===== config.mk =====
export PLATFORM = sky130hd
export DESIGN_NAME = mulseq_top
export DESIGN_NICKNAME = d
export VERILOG_FILES = /design/src/rtl/mulseq_pkg.sv /design/src/rtl/mulseq_select.sv /design/src/rtl/mulseq_mul.sv /design/src/rtl/mulseq_top.sv
export SDC_FILE = /design/constraint.sdc
export NUM_CORES = 1
export LEC_CHECK = 0
export BUFFER_PORTS_ARGS = -buffer_cell sky130_fd_sc_hd__buf_2
export CAP_MARGIN = 25
export CORE_MARGIN = 5
export CORE_UTILIZATION = 55
export CTS_CLUSTER_DIAMETER = 150
export DETAILED_ROUTE_END_ITERATION = 6
export PLACE_DENSITY = 0.75
export SLEW_MARGIN = 5
export SYNTH_ARGS = -nofsm -noshare
export SYNTH_HDL_FRONTEND = slang
export SYNTH_HIERARCHICAL = 1
export SYNTH_SLANG_ARGS = --single-unit

===== constraint.sdc =====
create_clock -name clk -period 12 [get_ports clk]
set_input_delay 1.2 -clock clk [delete_from_list [all_inputs] [get_ports clk]]
set_output_delay 1.2 -clock clk [all_outputs]
set_load 0.01 [all_outputs]

===== src/rtl/mulseq_pkg.sv =====
package mulseq_pkg;

    typedef enum logic {
        ST_IDLE = 1'b0,
        ST_RUN  = 1'b1
    } mulseq_state_e;

    // number of half-by-half partial products and the index of the last one
    localparam int unsigned NUM_PARTIALS = 4;
    localparam logic [1:0]  LAST_STEP    = 2'(NUM_PARTIALS - 1);

endpackage


===== src/rtl/mulseq_select.sv =====
// Picks the operand halves and the placement code for one partial product.
// step[0] selects the high half of A, step[1] the high half of B.
module mulseq_select #(
    parameter int unsigned HALF_W = 16,
    localparam int unsigned OP_W  = 2 * HALF_W
) (
    input  logic [1:0]        step,
    input  logic [OP_W-1:0]   opa,
    input  logic [OP_W-1:0]   opb,
    output logic [HALF_W-1:0] half_a,
    output logic [HALF_W-1:0] half_b,
    output logic [1:0]        place
);

    always_comb begin
        half_a = step[0] ? opa[OP_W-1:HALF_W] : opa[HALF_W-1:0];
        half_b = step[1] ? opb[OP_W-1:HALF_W] : opb[HALF_W-1:0];
        // place counts how many high halves take part: 0, 1 or 2
        place  = {1'b0, step[0]} + {1'b0, step[1]};
    end

endmodule


===== src/rtl/mulseq_mul.sv =====
// The single shared half-width multiplier, followed by positioning.
module mulseq_mul #(
    parameter int unsigned HALF_W = 16,
    localparam int unsigned PP_W  = 2 * HALF_W,
    localparam int unsigned PROD_W = 4 * HALF_W
) (
    input  logic [HALF_W-1:0] half_a,
    input  logic [HALF_W-1:0] half_b,
    input  logic [1:0]        place,
    output logic [PROD_W-1:0] pp_pos
);

    logic [PP_W-1:0]   pp;
    logic [PROD_W-1:0] pp_ext;

    always_comb begin
        pp     = PP_W'(half_a) * PP_W'(half_b);
        pp_ext = PROD_W'(pp);
        unique case (place)
            2'd0:    pp_pos = pp_ext;
            2'd1:    pp_pos = pp_ext << HALF_W;
            default: pp_pos = pp_ext << PP_W;
        endcase
    end

endmodule


===== src/rtl/mulseq_top.sv =====
module mulseq_top
    import mulseq_pkg::*;
#(
    parameter int unsigned HALF_W = 16,
    localparam int unsigned OP_W   = 2 * HALF_W,
    localparam int unsigned PROD_W = 2 * OP_W
) (
    input  logic              clk,
    input  logic              rst_n,
    input  logic              start,
    input  logic [OP_W-1:0]   op_a,
    input  logic [OP_W-1:0]   op_b,
    output logic              busy,
    output logic              done,
    output logic [PROD_W-1:0] product
);

    typedef struct packed {
        mulseq_state_e     st;
        logic [1:0]        step;
        logic [OP_W-1:0]   a;
        logic [OP_W-1:0]   b;
        logic [PROD_W-1:0] acc;
        logic              done;
    } mulseq_regs_t;

    mulseq_regs_t r_q, r_d;

    logic [HALF_W-1:0] half_a, half_b;
    logic [1:0]        place;
    logic [PROD_W-1:0] pp_pos;

    mulseq_select #(.HALF_W(HALF_W)) u_select (
        .step   (r_q.step),
        .opa    (r_q.a),
        .opb    (r_q.b),
        .half_a (half_a),
        .half_b (half_b),
        .place  (place)
    );

    mulseq_mul #(.HALF_W(HALF_W)) u_mul (
        .half_a (half_a),
        .half_b (half_b),
        .place  (place),
        .pp_pos (pp_pos)
    );

    always_comb begin
        r_d      = r_q;
        r_d.done = 1'b0;
        unique case (r_q.st)
            ST_IDLE: begin
                if (start) begin
                    r_d.a    = op_a;
                    r_d.b    = op_b;
                    r_d.acc  = '0;
                    r_d.step = '0;
                    r_d.st   = ST_RUN;
                end
            end
            ST_RUN: begin
                // ripple accumulate of the positioned partial product
                r_d.acc  = r_q.acc + pp_pos;
                r_d.step = r_q.step + 2'd1;
                if (r_q.step == LAST_STEP) begin
                    r_d.st   = ST_IDLE;
                    r_d.done = 1'b1;
                end
            end
            default: r_d.st = ST_IDLE;
        endcase
    end

    always_ff @(posedge clk or negedge rst_n) begin
        if (!rst_n) begin
            r_q <= '{st: ST_IDLE, step: '0, a: '0, b: '0, acc: '0, done: 1'b0};
        end else begin
            r_q <= r_d;
        end
    end

    assign busy    = (r_q.st == ST_RUN);
    assign done    = r_q.done;
    assign product = r_q.acc;

endmodule


==> metrics.md <==
| Metric | Value |
|---|---|
| Status | `finished clean` |
| Setup TNS | `0 ns` |
| First-pass GRT wire length | `84300 um` |
| Min-delay worst type | `flop to flop` |
| Starting DRT DRC Count | `1358` |
| Slew HR | `30.8%` |
| IO Port Bufs | `132` |
| Post-synth net total | `2606` |
| Ys Warns | `6` |
| Final ANT Viol Nets | `0` |
| Final setup vio count | `0` |
| Synth Area in Adders | `31.7%` |
| DP Worst Slack | `1.86 ns` |
| Largest net degree at the start of global routing | `70` |
| RSZ-0062 raised after global routing | `no` |
| Origin of the critical flop-to-flop path | `r_q[130]` |
| DRT Pass-1 Iters | `7` |
| Placer Congestion | `0.980` |
| Critical path launch point type | `flop` |
| Post-synthesis mux area share | `6.42%` |
| Critical Path AT | `10.85 ns` |
| Hold Worst Slack | `0.505 ns` |
| Sinks on Clock Net | `132` |
| R2r endpoint | `product[55]` |
| Post-Route WL | `51900 um` |
| CTS tree | `built` |
| Share of post-route cells with drive strength above 1 | `13.7%` |
| Top FF cell, synth | `dfrtp_1` |
| Fin crit period | `10.48 ns` |
| Critical Path Most Common Cell | `fa_1` |
| Gr ovfl total | `0` |
| Post-synth EDFFs | `0` |
| Core ar. | `34400 sq um` |
| Ys async rst share | `100%` |
| Root Buffer Master | `clkbuf_16` |
| Vias in the first global route | `15900` |
| Max Fclk | `95.4 MHz` |
| Largest family of logic cells by synthesized area | `adder cells` |
| Die span in x | `196 um` |
| Worst Path Required | `12.36 ns` |
| Synth Area in Simple Gates | `16.4%` |
| Skew final | `0.0159 ns` |
| Wire per inst | `19.7 um` |
| Number of diodes | `0` |
| Share of the synthesized area in the top cell type | `20.5%` |
| Worst skew pair latency | `0.46 ns` |
| Most common cell after layout, fill and taps aside | `nand2_1` |
| Worst setup EP type | `flop` |
| Most frequent cells in the layout | `296 x nand2_1, 262 x inv_1, 195 x fa_1, 169 x ha_1, 137 x and2_1` |
| Initial antenna violation count | `0` |
| Clock buffer count from CTS | `17` |
| Num ports | `133` |
| Max clock buf depth | `2` |
| Xor and xnor area share after synthesis | `3.50%` |
| Gate count of the mapped netlist | `2175` |
| Area growth, synth to finish | `5.31%` |
| Via count | `15600` |
| Critical path origin | `r_q[130]` |
| Hold buffers post-CTS | `0` |
| R2R Setup Slk | `1.52 ns` |
| Worst setup margin | `1.52 ns` |
| Die height | `196 um` |
| # rows | `68` |
| GR Util All Layers | `27.3%` |
| Post_cts resized | `0` |
| Crit path capture | `product[55]` |
| Detailed Place HPWL | `41100 um` |
| R2R cell count | `31` |
| Residual DRC | `0` |
| Synthesis-stage register bit count | `132` |
| Max-cap violations | `0` |
| # Post-CTS Setup Buffers | `0` |
| Slew @ Worst Pin | `1.04 ns` |
| Final Hold Viols | `0` |
| Post-synthesis compound-gate area fraction | `14.5%` |
| Sequential area share after synthesis | `17.4%` |
| Highest-delay cell along the critical path | `dfrtp_1` |
| Synth Cell Area | `19000 sq um` |
| Reg clk slew, reported paths | `0.07 ns` |
| Die area | `38400 sq um` |
| Area leader, netlist | `fa_1` |
| Tcrit/Tclk final | `87.3%` |
| Worst-path fanout max | `19` |
| Nets | `2592` |
| H-Tree Depth | `4` |
| Synth area leaders | `fa_1 21%, dfrtp_1 17%, ha_1 11%` |
| CP max stage delay | `1.02 ns` |
| Vias per inst | `5.93` |
| Max-slew violations | `0` |
| WS Path Type | `flop to flop` |
| Synth unique cells | `79` |
| Initial core utilization | `55.3%` |
| Syn avg cell area | `8.74 sq um` |
## critical path: cells and delay by family, from the launching register on
family,cells,cell delay [ns]
fa+ha+maj,8,3.86
simple gates,6,1.64
buf+inv,4,0.22
compound gates,11,2.63
flops,1,1.02
xor+xnor,1,0.40
mux,1,0.56
## routing by layer
metal | global-route usage [%] | share of wire [%] | vias to the layer above
met5 | 0 | 0 | -
met1 | 38.6 | 44 | 7741
met4 | 6.62 | 2.0 | 0
li1 | - | - | 7145
met3 | 5.87 | 7.4 | 83
met2 | 43.1 | 47 | 604
## through the flow
step           cells  instance area (sq um)  util [%]
3_5_place_dp    2597                  19400      56.3
2_1_floorplan   2175                  19000         -
5_1_grt         2628                  20000      58.2
4_1_cts         2628                  20000      58.2
3_3_place_gp    2597                  19400      56.3
6_report        2628                  20000      58.2
## logic make-up (layout without fill, tap and decap cells)
group / after synthesis / in the layout
xor+xnor: 76 / 76
simple gates: 653 / 653
compound gates: 412 / 412
buf+inv: 436 / 434
flops: 132 / 132
mux: 102 / 102
fa+ha+maj: 364 / 364
## synthesized netlist by cell type (all sizes together) (41+ instances only)
master / instances
a21oi: 110
and2: 137
buf: 77
clkbuf: 95
dfrtp: 132
fa: 195
ha: 169
inv: 262
mux2: 97
nand2: 296
nor2: 75
o21ai: 116
xnor2: 41
## layout make-up
cell class / instances / area (sq um)
clock buffers: 19 / 453
clock inverters: 12 / 201
fillers: 3042 / 14400
inverters: 264 / 991
multi-input cells: 1607 / 13800
flip-flops and latches: 132 / 3300
well taps: 455 / 569
repair buffers: 139 / 719
## how the worst min path moves through the flow
stage / start / endpoint / slack [ns] / cells after the start
after CTS: r_q[79] / r_q[79] / 0.51 / 1
final: r_q[79] / r_q[79] / 0.51 / 1
after global routing: r_q[79] / r_q[79] / 0.52 / 1
after detailed placement: r_q[83] / r_q[83] / 0.49 / 1
after global placement: r_q[96] / r_q[96] / 0.49 / 1
after floorplan: r_q[121] / r_q[121] / 0.47 / 1
## sequential cells by signal (all words and copies together), names as in the netlist
| register | count |
|---|---|
| product | 64 |
| busy | 1 |
| done | 1 |
| r_q | 66 |
Power is not shown: default switching activity piles up to over one toggle a cycle in this logic, so the estimate is an artifact.
